File: src/rtl/nmi_init_pkg.sv
package nmi_init_pkg;
   // Bit positions of the latched NMI causes; the order is visible on nmi_sts_o.
   typedef enum int unsigned {
      SRC_LPC_ERR  = 0,
      SRC_LPC_TMO  = 1,
      SRC_SERR     = 2,
      SRC_PERR     = 3,
      SRC_IOCHK    = 4
   } hw_src_e;

   localparam int unsigned DEF_HW_SRCS   = 5;
   localparam int unsigned DEF_PULSE     = 16;
   localparam int unsigned DEF_SYNC_STGS = 2;

   function automatic int unsigned cnt_width(input int unsigned max_val);
      return (max_val < 2) ? 1 : $clog2(max_val + 1);
   endfunction
endpackage

File: src/rtl/nmi_kbd_sync.sv
module nmi_kbd_sync #(
   parameter int unsigned STAGES     = 2,
   parameter bit          ACTIVE_LOW = 1'b1
) (
   input  logic clk,
   input  logic rst_n,
   input  logic async_i,
   output logic edge_o
);
   localparam logic IDLE = ACTIVE_LOW ? 1'b1 : 1'b0;

   if (STAGES < 2) begin : g_bad_stages
      $error("nmi_kbd_sync: STAGES must be at least 2");
   end

   logic [STAGES-1:0] chain_q;
   logic              last_q;

   always_ff @(posedge clk) begin
      if (!rst_n) begin
         chain_q <= {STAGES{IDLE}};
         last_q  <= IDLE;
      end else begin
         chain_q <= {chain_q[STAGES-2:0], async_i};
         last_q  <= chain_q[STAGES-1];
      end
   end

   if (ACTIVE_LOW) begin : g_fall
      assign edge_o = last_q & ~chain_q[STAGES-1];
   end else begin : g_rise
      assign edge_o = ~last_q & chain_q[STAGES-1];
   end

   // one detected edge is never followed by another in the next cycle
   a_r11_single_edge: assert property (@(posedge clk) disable iff (!rst_n)
      edge_o |=> !edge_o);
endmodule

File: src/rtl/nmi_status_bank.sv
module nmi_status_bank #(
   parameter int unsigned N = 6
) (
   input  logic         clk,
   input  logic         rst_n,
   input  logic [N-1:0] src_i,
   input  logic [N-1:0] clr_i,
   output logic [N-1:0] sts_o,
   output logic         any_o
);
   if (N < 1) begin : g_bad_n
      $error("nmi_status_bank: N must be at least 1");
   end

   logic [N-1:0] prev_q;
   logic [N-1:0] sts_q;

   for (genvar g = 0; g < N; g++) begin : g_bit
      always_ff @(posedge clk) begin
         if (!rst_n) begin
            prev_q[g] <= 1'b0;
            sts_q[g]  <= 1'b0;
         end else begin
            prev_q[g] <= src_i[g];
            if (src_i[g] && !prev_q[g]) begin
               sts_q[g] <= 1'b1;
            end else if (clr_i[g]) begin
               sts_q[g] <= 1'b0;
            end
         end
      end

      a_r2_edge_sets: assert property (@(posedge clk) disable iff (!rst_n)
         (src_i[g] && !prev_q[g]) |=> sts_q[g]);
      a_r3_sticky: assert property (@(posedge clk) disable iff (!rst_n)
         (sts_q[g] && !clr_i[g]) |=> sts_q[g]);
      a_r3_clears: assert property (@(posedge clk) disable iff (!rst_n)
         (clr_i[g] && !src_i[g]) |=> !sts_q[g]);
      a_r7_set_wins: assert property (@(posedge clk) disable iff (!rst_n)
         (clr_i[g] && src_i[g] && !prev_q[g]) |=> sts_q[g]);
   end

   assign sts_o = sts_q;
   assign any_o = |sts_q;
endmodule

File: src/rtl/init_pulse_timer.sv
module init_pulse_timer #(
   parameter int unsigned PULSE_CLKS = 16
) (
   input  logic clk,
   input  logic rst_n,
   input  logic start_i,
   input  logic block_i,
   output logic active_o
);
   import nmi_init_pkg::*;

   if (PULSE_CLKS < 1) begin : g_bad_pulse
      $error("init_pulse_timer: PULSE_CLKS must be at least 1");
   end

   localparam int unsigned   CW   = cnt_width(PULSE_CLKS);
   localparam logic [CW-1:0] LOAD = CW'(PULSE_CLKS);

   logic [CW-1:0] cnt_q;
   logic          load;

   assign load = start_i & ~block_i;

   always_ff @(posedge clk) begin
      if (!rst_n) begin
         cnt_q <= '0;
      end else if (load) begin
         cnt_q <= LOAD;
      end else if (cnt_q != '0) begin
         cnt_q <= cnt_q - 1'b1;
      end
   end

   assign active_o = (cnt_q != '0);

   a_r9_reload_full: assert property (@(posedge clk) disable iff (!rst_n)
      load |=> (cnt_q == LOAD));
   a_r8_counts_down: assert property (@(posedge clk) disable iff (!rst_n)
      (cnt_q != '0 && !load) |=> (cnt_q == $past(cnt_q) - 1'b1));
   a_r10_blocked_idle: assert property (@(posedge clk) disable iff (!rst_n)
      (cnt_q == '0 && !(start_i && !block_i)) |=> !active_o);
endmodule

File: src/rtl/nmi_init_ctrl.sv
module nmi_init_ctrl #(
   parameter int unsigned NUM_HW_SRC      = nmi_init_pkg::DEF_HW_SRCS,
   parameter int unsigned INIT_PULSE_CLKS = nmi_init_pkg::DEF_PULSE,
   parameter int unsigned KBD_SYNC_STAGES = nmi_init_pkg::DEF_SYNC_STGS,
   parameter bit          GATE_RESET      = 1'b0,
   localparam int unsigned NUM_SRC        = NUM_HW_SRC + 1
) (
   input  logic                  clk,
   input  logic                  rst_n,
   input  logic                  gate_wr_i,
   input  logic                  gate_wdata_i,
   input  logic                  sw_nmi_wr_i,
   input  logic                  sw_nmi_wdata_i,
   input  logic                  sts_clr_wr_i,
   input  logic [NUM_SRC-1:0]    sts_clr_mask_i,
   input  logic [NUM_HW_SRC-1:0] hw_err_i,
   input  logic                  kbd_rst_n_i,
   input  logic                  sleep_entry_i,
   output logic [NUM_SRC-1:0]    nmi_sts_o,
   output logic                  nmi_oe_o,
   output logic                  init_oe_o
);
   if (NUM_HW_SRC < 1 || NUM_HW_SRC > 31) begin : g_bad_src
      $error("nmi_init_ctrl: NUM_HW_SRC out of range");
   end

   logic               gate_q;
   logic               sw_trig_q;
   logic [NUM_SRC-1:0] src_vec;
   logic [NUM_SRC-1:0] clr_vec;
   logic               any_sts;
   logic               kbd_edge;

   // Gate and self-clearing software trigger
   always_ff @(posedge clk) begin
      if (!rst_n) begin
         gate_q    <= GATE_RESET;
         sw_trig_q <= 1'b0;
      end else begin
         if (gate_wr_i) gate_q <= gate_wdata_i;
         sw_trig_q <= sw_nmi_wr_i & sw_nmi_wdata_i;
      end
   end

   assign src_vec = {sw_trig_q, hw_err_i};
   assign clr_vec = sts_clr_wr_i ? sts_clr_mask_i : '0;

   nmi_status_bank #(.N(NUM_SRC)) u_sts (
      .clk   (clk),
      .rst_n (rst_n),
      .src_i (src_vec),
      .clr_i (clr_vec),
      .sts_o (nmi_sts_o),
      .any_o (any_sts)
   );

   assign nmi_oe_o = gate_q & any_sts;

   nmi_kbd_sync #(.STAGES(KBD_SYNC_STAGES), .ACTIVE_LOW(1'b1)) u_sync (
      .clk     (clk),
      .rst_n   (rst_n),
      .async_i (kbd_rst_n_i),
      .edge_o  (kbd_edge)
   );

   init_pulse_timer #(.PULSE_CLKS(INIT_PULSE_CLKS)) u_timer (
      .clk      (clk),
      .rst_n    (rst_n),
      .start_i  (kbd_edge),
      .block_i  (sleep_entry_i),
      .active_o (init_oe_o)
   );

   a_r5_gate_load: assert property (@(posedge clk) disable iff (!rst_n)
      gate_wr_i |=> (gate_q == $past(gate_wdata_i)));
   a_r6_trig_self_clear: assert property (@(posedge clk) disable iff (!rst_n)
      (sw_trig_q && !(sw_nmi_wr_i && sw_nmi_wdata_i)) |=> !sw_trig_q);
   a_r6_trig_latched: assert property (@(posedge clk) disable iff (!rst_n)
      (sw_trig_q && !$past(sw_trig_q)) |=> nmi_sts_o[NUM_SRC-1]);
   a_r4_nmi_needs_cause: assert property (@(posedge clk) disable iff (!rst_n)
      nmi_oe_o |-> ($countones(nmi_sts_o) != 0));
endmodule

File: config.mk
export PLATFORM = sky130hd
export DESIGN_NAME = nmi_init_ctrl
export DESIGN_NICKNAME = d
export VERILOG_FILES = /design/src/rtl/nmi_init_pkg.sv /design/src/rtl/nmi_kbd_sync.sv /design/src/rtl/nmi_status_bank.sv /design/src/rtl/init_pulse_timer.sv /design/src/rtl/nmi_init_ctrl.sv
export SDC_FILE = /design/constraint.sdc
export NUM_CORES = 1
export LEC_CHECK = 0
export ABC_AREA = 1
export BUFFER_PORTS_ARGS = -buffer_cell sky130_fd_sc_hd__buf_2
export CAP_MARGIN = 10
export CORE_AREA = 2 2 46 48
export CTS_CLUSTER_SIZE = 16
export DETAILED_ROUTE_END_ITERATION = 8
export DIE_AREA = 0 0 48 50
export PLACE_DENSITY = 0.7
export SYNTH_ARGS = -nofsm -noshare
export SYNTH_HDL_FRONTEND = slang
export SYNTH_SLANG_ARGS = --single-unit
File: constraint.sdc
create_clock -name clk -period 1.4 [get_ports clk]
set_clock_uncertainty 0.15 [all_clocks]
set_input_delay 0.07 -clock clk [delete_from_list [all_inputs] [get_ports clk]]
set_output_delay 0.07 -clock clk [all_outputs]
set_load 0.01 [all_outputs]
==> results of run 1 <==
[per-layer routing]
metal | part of all wire | vias to the layer above
met2 | 0.53 | 21
met5 | 0 | -
li1 | - | 428
met1 | 0.40 | 390
met4 | 0.036 | 0
met3 | 0.030 | 9
[layout make-up]
type                    count  area share
clock buffers               4      0.0273
inverters                  16      0.0470
multi-input cells          59       0.236
flip-flops and latches     22       0.333
well taps                  27      0.0254
repair buffers             58       0.332
[sequential cells by signal, indices dropped and copies added, names as in the netlist]
register	cells
u_sync.last_q	1
u_sts.sts_o	6
u_timer.cnt_q	5
sw_trig_q	1
u_sts.prev_q	6
gate_q	1
u_sync.chain_q	2
[worst max-delay path: stages]
cell	delay [ps]
dlygate4sd3_1	530
buf_2	130
o21ai_2	100
a21oi_1	50
dlygate4sd3_1	550
[placed cells by master, fill, tap and decap left out]
cell type and count:
dlygate4sd3_1 27, buf_2 26, nand2_1 23, dfxtp_1 20, inv_1 10, nand3_1 8
nor2_1 7, o21ai_1 6, inv_2 4, buf_4 4, a21oi_1 3, clkbuf_4 3
nand4_1 2, or2_1 2, dfxtp_2 2, nor2_4 1, nand3_4 1, inv_4 1
nor2_2 1, nand3b_1 1, clkinv_1 1, o21ai_2 1, nand2_2 1, xnor2_1 1
ha_4 1, clkbuf_8 1, buf_6 1
[cell families after synthesis]
family	Yosys count	synth area share
buf+inv	18	0.0968
simple gates	47	0.275
compound gates	10	0.0614
flops	22	0.541
fa+ha+maj	1	0.0154
xor+xnor	1	0.0108
[report_power, final]
part | leakage (nW) | switching, mW | internal (mW) | total [mW]
Clock | 0.0210 | 0.199 | 0.159 | 0.358
Sequential | 0.183 | 0.0767 | 0.718 | 0.795
Combinational | 0.441 | 0.377 | 0.452 | 0.829
[cells in the mapped netlist, types with 2 or more instances]
master	n	share of area
a21oi_1	3	0.018
dfxtp_1	22	0.54
inv_1	12	0.055
inv_2	3	0.014
nand2_1	23	0.11
nand3_1	8	0.049
nand4_1	2	0.015
nor2_1	8	0.037
o21ai_1	7	0.043
or2_1	2	0.015
[worst paths after layout]
| check | startpoint | endpoint | slack [ps] | depth (start not counted) |
|---|---|---|---|---|
| setup / recovery | gate_wr_i | gate_q | 30 | 5 |
| hold / removal | sts_clr_wr_i | u_sts.sts_o[4] | -40 | 4 |
| setup reg to reg | gate_q | gate_q | 90 | 3 |
| hold reg to reg | u_sts.prev_q[5] | u_sts.sts_o[5] | 260 | 1 |
[what timing repair did]
item / 4_1_cts / 5_1_grt
pin swaps: 0 / 1
endpoints found under the hold margin: 17 / 0
buffers inserted: 0 / 4
hold buffers: 31 / 0
endpoints found under the setup margin: 1 / 7
gates resized for setup: 4 / 6
==> qor.txt, run 1 <==
=====================================================================================
Clock buffers created by TritonCTS                                                  3
Vias in the first global route                                                    833
Core outline area                                                          1900 sq um
Total power                                                                   1.98 mW
Top Usage Layer GRT                                                              met2
Global-route total usage across every layer                                     0.200
Per-cell routed wire length                                              11.3 microns
Number of port buffers                                                             27
Number of antenna violations at the first check in global routing                   0
WP data required                                                              1460 ps
Run status                                                               complete, but fails checks
Skew-Pair Late Insertion Delay                                                 310 ps
Fraction of the cycle the final worst path needs                                0.976
Power Dens Cells                                                         1490 nW/um^2
Crit path setup slack, layout                                                 34.0 ps
Clock root buffer                                                            clkbuf_4
Worst-Margin Slew                                                              297 ps
Cell area after layout                                                     1330 sq um
Synth unique cells                                                                 19
Clock Tree Buf Depth                                                                2
Leakage Power                                                                0.645 nW
Final number of max-transition violations                                           0
Residual DRC                                                                        0
Setup repair after global routing missed its margin                             false
Number of standard cells in the final layout excluding fillers                    186
Met3 demand-to-capacity share in global routing                                0.0476
DIE WIDTH                                                                  48 microns
Count of flip-flops with a built-in enable after synthesis                          0
Die Ht                                                                     50 microns
Startpoint Class                                                            input pin
Gate count of the mapped netlist                                                   99
Cell area after placement                                                   965 sq um
Leading register cell type out of synthesis                                   dfxtp_1
Clock-pin slew of the registers on the worst-case setup and hold paths         120 ps
Max transition margin                                                           0.802
Maximum number of pins on one net before global-route repair                       17
Final Setup Violations                                                              0
Multi-input combinational cell area                                         314 sq um
Number of detailed-routing iterations run before antenna repair                     2
Detailed-route via count                                                          848
Hold crit path type                                                      input pin to flop
Filler cell count                                                                 140
Pre-CTS worst setup slack                                                      193 ps
Syn nets                                                                          120
Clock net sink count                                                               22
IO Pins                                                                            28
Summed negative setup slack over all endpoints                                   0 ps
Yosys Warn Count                                                                    0
# diodes                                                                            0
Violated checks                                                           hold timing
GR Layer Usage met2                                                             0.353
Total congestion overflow                                                           0
Die outline area                                                           2400 sq um
Dpl cells                                                                         151
Depth of the CTS H-tree                                                             1
Drt total wl                                                             2100 microns
Shortest clock period the worst path allows after layout                      1370 ps
Max rail drop VDD                                                            0.913 mV
Sequential Area                                                             443 sq um
Final Hold Slack                                                             -38.8 ps
Last weighted congestion value of the routability-driven placer                 0.741
GRT met1 Usage                                                                  0.199
Remaining antenna violation count                                                   0
Kind of end point of the critical path                                           flop
Relative area change from synthesis to final layout                             63.4%
Cell Rows                                                                          16
Post-Syn Area per Cell                                                     8.23 sq um
Wire length of the first global-routing pass                             3350 microns
DRC violation total after the first TritonRoute iteration                           2
CP Class                                                                 input pin to flop
Hold violation count in the final report                                            4
Share of the core filled with cells                                             0.700
Dpl hpwl                                                                 1100 microns
Flip-flop and latch count after synthesis                                          22
Clock tree from TritonCTS                                                         yes
Fraction of layout cells with a size suffix above 1                             0.302
Starting density of the core                                                    0.428
Synth Cell Area                                                             815 sq um
Crit Path Max Fanout                                                                2
Per-cell via count in the routed design                                          4.56
Max Fclk                                                                      732 MHz
Portion of the post-synthesis area used by sequential elements                  0.541
Max-capacitance violation count                                                     0
Arrival time of data at the critical path endpoint                            1430 ps
Net count, final                                                                  181
Share of flip-flops with an asynchronous set or reset                               0
=====================================================================================
(Power assumes the default switching activity.)
==> inputs of run 2 (changes only) <==
Settings changed: CORE_AREA 2 2 46 48 to 2 2 50 52, DIE_AREA 0 0 48 50 to 0 0 52 54, PLACE_DENSITY 0.7 to 0.67, SYNTH_HIERARCHICAL set to 1.
==> qor.txt, run 2 <==
=====================================================================================
Run status                                                               complete, no violations
Cell Rows                                                                          18
Share of flip-flops with an asynchronous set or reset                               0
Dpl hpwl                                                                 1210 microns
Leading register cell type out of synthesis                                   dfxtp_1
DRC violation total after the first TritonRoute iteration                          17
Relative contribution of sequential cells to total power                        0.435
R2r setup slk                                                                  130 ps
Detailed-route via count                                                          874
Clock Power Share                                                               0.189
Clock-pin slew of the registers on the worst-case setup and hold paths         120 ps
Portion of the post-synthesis area used by sequential elements                  0.461
Max rail drop VDD                                                            0.722 mV
Max-capacitance violation count                                                     0
Switching part of the total                                                     0.327
Number of standard cells in the final layout excluding fillers                    209
Net count, final                                                                  201
Synth top cells by count                                                 inv_1 (37), nand2_1 (30), dfxtp_1 (22)
Hold crit path type                                                      input pin to flop
Crit Path Max Fanout                                                                4
Power Dens Cells                                                         1330 nW/um^2
Clock root buffer                                                            clkbuf_4
Startpoint Class                                                                 flop
Flip-flop and latch count after synthesis                                          22
Total congestion overflow                                                           0
Last weighted congestion value of the routability-driven placer                 0.751
Die outline area                                                           2810 sq um
IO Pins                                                                            28
Shortest clock period the worst path allows after layout                      1340 ps
Fraction of the cycle the final worst path needs                                0.959
Relative contribution of combinational cells to total power                     0.376
Final Setup Violations                                                              0
Per-cell via count in the routed design                                          4.18
Net Switching                                                                  595 uW
Leakage Power                                                                0.784 nW
Vias in the first global route                                                    772
Clock buffers created by TritonCTS                                                  3
Commonest cells after routing, fill and taps aside                       inv_1 (35), nand2_1 (30), buf_2 (26)
Residual DRC                                                                        0
Share of the core filled with cells                                             0.588
Dpl cells                                                                         185
Maximum number of pins on one net before global-route repair                       21
Skew-Pair Late Insertion Delay                                                 310 ps
Per-cell routed wire length                                              9.13 microns
CP Class                                                                 flop to output port
Biggest area contributors in the synthesized netlist                     dfxtp_1 (46%), inv_1 (15%), nand2_1 (12%)
Depth of the CTS H-tree                                                             1
Synth Cell Area                                                             955 sq um
Core outline area                                                          2320 sq um
Global-route total usage across every layer                                     0.154
DIE WIDTH                                                                  52 microns
Proportion of netlist area held by the largest area contributor                 0.461
Fraction of layout cells with a size suffix above 1                             0.291
Clock Tree Buf Depth                                                                2
Starting density of the core                                                    0.412
Count of flip-flops with a built-in enable after synthesis                          0
Worst-Margin Slew                                                              270 ps
Arrival time of data at the critical path endpoint                            1120 ps
Syn nets                                                                          150
WP data required                                                              1180 ps
Relative area change from synthesis to final layout                             43.0%
Remaining antenna violation count                                                   0
Number of detailed-routing iterations run before antenna repair                     4
Int Pwr                                                                       1.23 mW
Synth unique cells                                                                 16
# diodes                                                                            0
Kind of end point of the critical path                                    output port
Filler cell count                                                                 202
Max transition margin                                                           0.820
Final number of max-transition violations                                           0
Summed negative setup slack over all endpoints                                   0 ps
Gate count of the mapped netlist                                                  129
Die Ht                                                                     54 microns
Commonest non-fill, non-tap cell in the layout                                  inv_1
Clock net sink count                                                               22
Drt total wl                                                             1910 microns
Hold violation count in the final report                                            0
Max Fclk                                                                      745 MHz
Most area-hungry cell type in the Yosys netlist                               dfxtp_1
Post-Syn Area per Cell                                                     7.40 sq um
Wire length of the first global-routing pass                             3110 microns
Clock tree from TritonCTS                                                         yes
Number of antenna violations at the first check in global routing                   0
Yosys Warn Count                                                                    6
Most instantiated library cell after synthesis                                  inv_1
Number of port buffers                                                             27
=====================================================================================
run 2: cell types whose count changed in the layout (fill, tap and decap cells not counted), moves of 5 or more:
cell | before | now
inv_1 | 10 | 35
dlygate4sd3_1 | 27 | 18
nand2_1 | 23 | 30
o21ai_1 | 6 | 0
nand3_2 | 0 | 5
run 2: final timing paths:
| check | to | start | cells past startpoint |
|---|---|---|---|
| setup / recovery | init_oe_o | u_timer/cnt_q[0] | 4 |
| hold reg to reg | u_sync/chain_q[1] | u_sync/chain_q[0] | 2 |
| setup reg to reg | gate_q | gate_q | 3 |
| hold / removal | u_sts/sts_o[1] | sts_clr_wr_i | 6 |
run 2: what timing repair did:
action	4_1_cts	5_1_grt
endpoints found under the hold margin	19	0
hold buffers	19	0
pin swaps	1	1
gates resized for setup	4	7
endpoints found under the setup margin	1	3
setup buffers	0	2
run 2: power groups by stage:
stage / combinational (mW) / clock (mW) / sequential [mW]
floorplan: 0.390 / 0 / 0.787
finish: 0.684 / 0.344 / 0.791
CTS: 0.606 / 0.360 / 0.781
detailed placement: 0.521 / 0 / 0.791
global placement: 0.499 / 0 / 0.786
global route: 0.778 / 0.392 / 0.807
run 2: cell type report:
class / count / area (sq um) / area share
Tap cell: 30 / 37.5 / 0.0275
Clock buffer: 4 / 36.3 / 0.0266
Inverter: 37 / 141 / 0.104
Multi-Input combinational cell: 68 / 362 / 0.265
Sequential cell: 22 / 444 / 0.325
Timing Repair Buffer: 48 / 344 / 0.252
run 2: through the flow:
step	worst slack [ps]	cell area [sq um]	total power [mW]	hold WS [ps]
floorplan	233	955	1.18	-11.3
global placement	251	1100	1.29	92.1
detailed placement	181	1100	1.31	92.8
CTS	1.18	1340	1.75	6.03
global route	-6.50	1370	1.98	2.75
finish	57.7	1370	1.82	13.9
run 2: layer usage:
layer / global-route usage / vias to the layer above / wire length (microns)
met1: 0.173 / 370 / 791
met5: 0 / - / 0
met3: 0.0333 / 6 / 89
met4: 0.101 / 0 / 70
li1: - / 473 / -
met2: 0.262 / 25 / 958
run 2: cells by family (layout without fill, tap and decap cells):
logic type               Yosys count  in the layout  synth area share
AND/OR/NAND/NOR                   63             63             0.322
buffers and inverters             39             89             0.178
flip-flops                        22             22             0.461
AO/OA/AOI/OAI                      3              3            0.0157
adder cells (fa/ha/maj)            1              1            0.0131
XOR/XNOR                           1              1           0.00918
run 2: worst max-delay path, stage by stage (launching register included):
cell	delay, ps
dfxtp_2	360
inv_4	70
ha_4	140
nand3_2	110
buf_6	140
==> inputs of run 3 (changes only) <==
Settings changed: ABC_AREA 1 to unset, CORE_AREA 2 2 50 52 to 2 2 47 49, DIE_AREA 0 0 52 54 to 0 0 49 51, PLACE_DENSITY 0.67 to 0.69.
==> qor.txt, run 3 <==
=====================================================================================
Run status                                                               complete, but fails checks
Shortest clock period the worst path allows after layout                      1500 ps
Launch point of the worst reg-to-reg path                                u_timer/cnt_q[0]
Violated checks                                                          setup timing
DRC violation total after the first TritonRoute iteration                           9
Synth top cells by count                                                 dfxtp_1 (22), nand2b_1 (16), and2_1 (13)
Relative contribution of combinational cells to total power                     0.403
Multi-input combinational cell area                                         418 sq um
Arrival time of data at the critical path endpoint                            1280 ps
Final Setup Violations                                                              2
Cell area after placement                                                  1020 sq um
Clock Tree Buf Depth                                                                2
Vias in the first global route                                                    829
Commonest non-fill, non-tap cell in the layout                                  buf_2
Max-capacitance violation count                                                     0
Wire length of the first global-routing pass                             3390 microns
Cell area after layout                                                     1360 sq um
Wl on met1                                                                815 microns
WP data required                                                              1180 ps
Share of the core filled with cells                                             0.657
Final number of max-transition violations                                           0
Per-cell via count in the routed design                                          4.48
Die outline area                                                           2500 sq um
Clock-pin slew of the registers on the worst-case setup and hold paths         120 ps
Net Switching                                                                  559 uW
Maximum number of pins on one net before global-route repair                       13
Startpoint Class                                                                 flop
Setup repair after global routing missed its margin                              true
Sequential Area                                                             444 sq um
Leakage Power                                                                0.609 nW
Filler cell count                                                                 172
# diodes                                                                            0
Proportion of netlist area held by the largest area contributor                 0.519
Number of port buffers                                                             27
Biggest area contributors in the synthesized netlist                     dfxtp_1 (52%), nand2b_1 (12%), and2_1 (9.6%)
Count of flip-flops with a built-in enable after synthesis                          0
Clock root buffer                                                            clkbuf_4
Number of detailed-routing iterations run before antenna repair                     4
Global-route total usage across every layer                                     0.181
Synth Cell Area                                                             848 sq um
Pre-CTS worst setup slack                                                     8.22 ps
Hold violation count in the final report                                            0
Worst-Margin Slew                                                              282 ps
Clock Power Share                                                               0.182
Summed negative setup slack over all endpoints                                -176 ps
Fraction of layout cells with a size suffix above 1                             0.352
Max rail drop VDD                                                            0.879 mV
Worst hold start                                                         sts_clr_wr_i
Per-cell routed wire length                                              11.8 microns
Most instantiated library cell after synthesis                                dfxtp_1
Total congestion overflow                                                           0
Fraction of the cycle the final worst path needs                                 1.07
Portion of the post-synthesis area used by sequential elements                  0.519
Yosys Warn Count                                                                    6
Clock buffers created by TritonCTS                                                  3
Dpl hpwl                                                                 1070 microns
Last weighted congestion value of the routability-driven placer                 0.758
Remaining antenna violation count                                                   0
Kind of end point of the critical path                                    output port
Leading register cell type out of synthesis                                   dfxtp_1
Relative area change from synthesis to final layout                             59.9%
Net count, final                                                                  164
Commonest cells after routing, fill and taps aside                       buf_2 (26), dlygate4sd3_1 (21), dfxtp_1 (19)
Metal2 WL                                                                1080 microns
Int Pwr                                                                       1.32 mW
Clock tree from TritonCTS                                                         yes
Die Ht                                                                     51 microns
Detailed-route via count                                                          762
Crit Path Max Fanout                                                                2
Switching part of the total                                                     0.298
Detail Route met3 WL                                                       56 microns
Number of antenna violations at the first check in global routing                   0
Relative contribution of sequential cells to total power                        0.415
Uppermost layer routed                                                           met4
Max Fclk                                                                      668 MHz
Crit path setup slack, layout                                                -97.4 ps
Skew-Pair Late Insertion Delay                                                 300 ps
Synth unique cells                                                                 20
Starting density of the core                                                    0.411
Most area-hungry cell type in the Yosys netlist                               dfxtp_1
Critical path launch point                                               u_timer/cnt_q[0]
Flip-flop and latch count after synthesis                                          22
Core outline area                                                          2060 sq um
IO Pins                                                                            28
Residual DRC                                                                        0
Hold crit path type                                                      input pin to flop
Max transition margin                                                           0.811
Clock net sink count                                                               22
Share of flip-flops with an asynchronous set or reset                               0
DIE WIDTH                                                                  49 microns
Cell Rows                                                                          17
Gate count of the mapped netlist                                                   84
Post-Syn Area per Cell                                                     10.1 sq um
Final Hold Slack                                                              32.4 ps
Drt total wl                                                             2010 microns
Power Dens Cells                                                         1380 nW/um^2
Depth of the CTS H-tree                                                             1
CP Class                                                                 flop to output port
Syn nets                                                                          105
=====================================================================================
## run 3: worst max-delay path, cell delays in order, from the launching register on
cell and delay [ps]:
dfxtp_2 340, inv_2 70, ha_4 130, nor4b_4 220, inv_2 90, buf_6 130
## run 3: cells by family (layout without fill, tap and decap cells)
family	count (synthesis)	in the layout	synth area share
fa+ha+maj	1	1	0.0147
compound gates	9	9	0.0855
mux	1	1	0.0118
buf+inv	5	63	0.0265
simple gates	44	44	0.322
xor+xnor	2	2	0.0207
flops	22	22	0.519
## run 3: layout make-up
type                            instances  area share
Inverter                                4      0.0111
Timing Repair Buffer                   55       0.301
Multi-Input combinational cell         57       0.308
Clock buffer                            4      0.0268
Sequential cell                        22       0.327
Tap cell                               28      0.0258
## run 3: final timing paths
kind | endpoint | slack, ps | depth (start not counted)
max | init_oe_o | -100 | 5
max reg2reg | u_timer/cnt_q[1] | 40 | 6
min reg2reg | u_sync/chain_q[1] | 280 | 1
min | u_sts/sts_o[0] | 30 | 4
## run 3: per-layer routing
metal  vias to the layer above  GRT usage
met2                        19      0.347
met5                         -          0
met1                       346      0.187
met3                         6     0.0175
met4                         0      0.124
li1                        391          -
## run 3: through the flow
stage	power [mW]	std cells
6_report	1.87	170
5_1_grt	2.00	170
4_1_cts	1.83	169
3_5_place_dp	1.25	139
3_3_place_gp	1.23	139
2_1_floorplan	1.10	84
## run 3: what timing repair did
item | in CTS | in global routing
pin swaps | 4 | 2
hold buffers | 21 | 1
buffers inserted | 5 | 1
cloned | 0 | 0
gates resized for setup | 10 | 3
setup endpoints to repair | 4 | 5
endpoints found under the hold margin | 17 | 1
## run 3: power groups by stage
stage          clock (mW)  combinational [mW]  sequential (mW)
2_1_floorplan           0               0.326            0.778
3_3_place_gp            0               0.445            0.780
3_5_place_dp            0               0.461            0.786
4_1_cts             0.351               0.702            0.775
5_1_grt             0.382               0.825            0.789
6_report            0.341               0.755            0.779
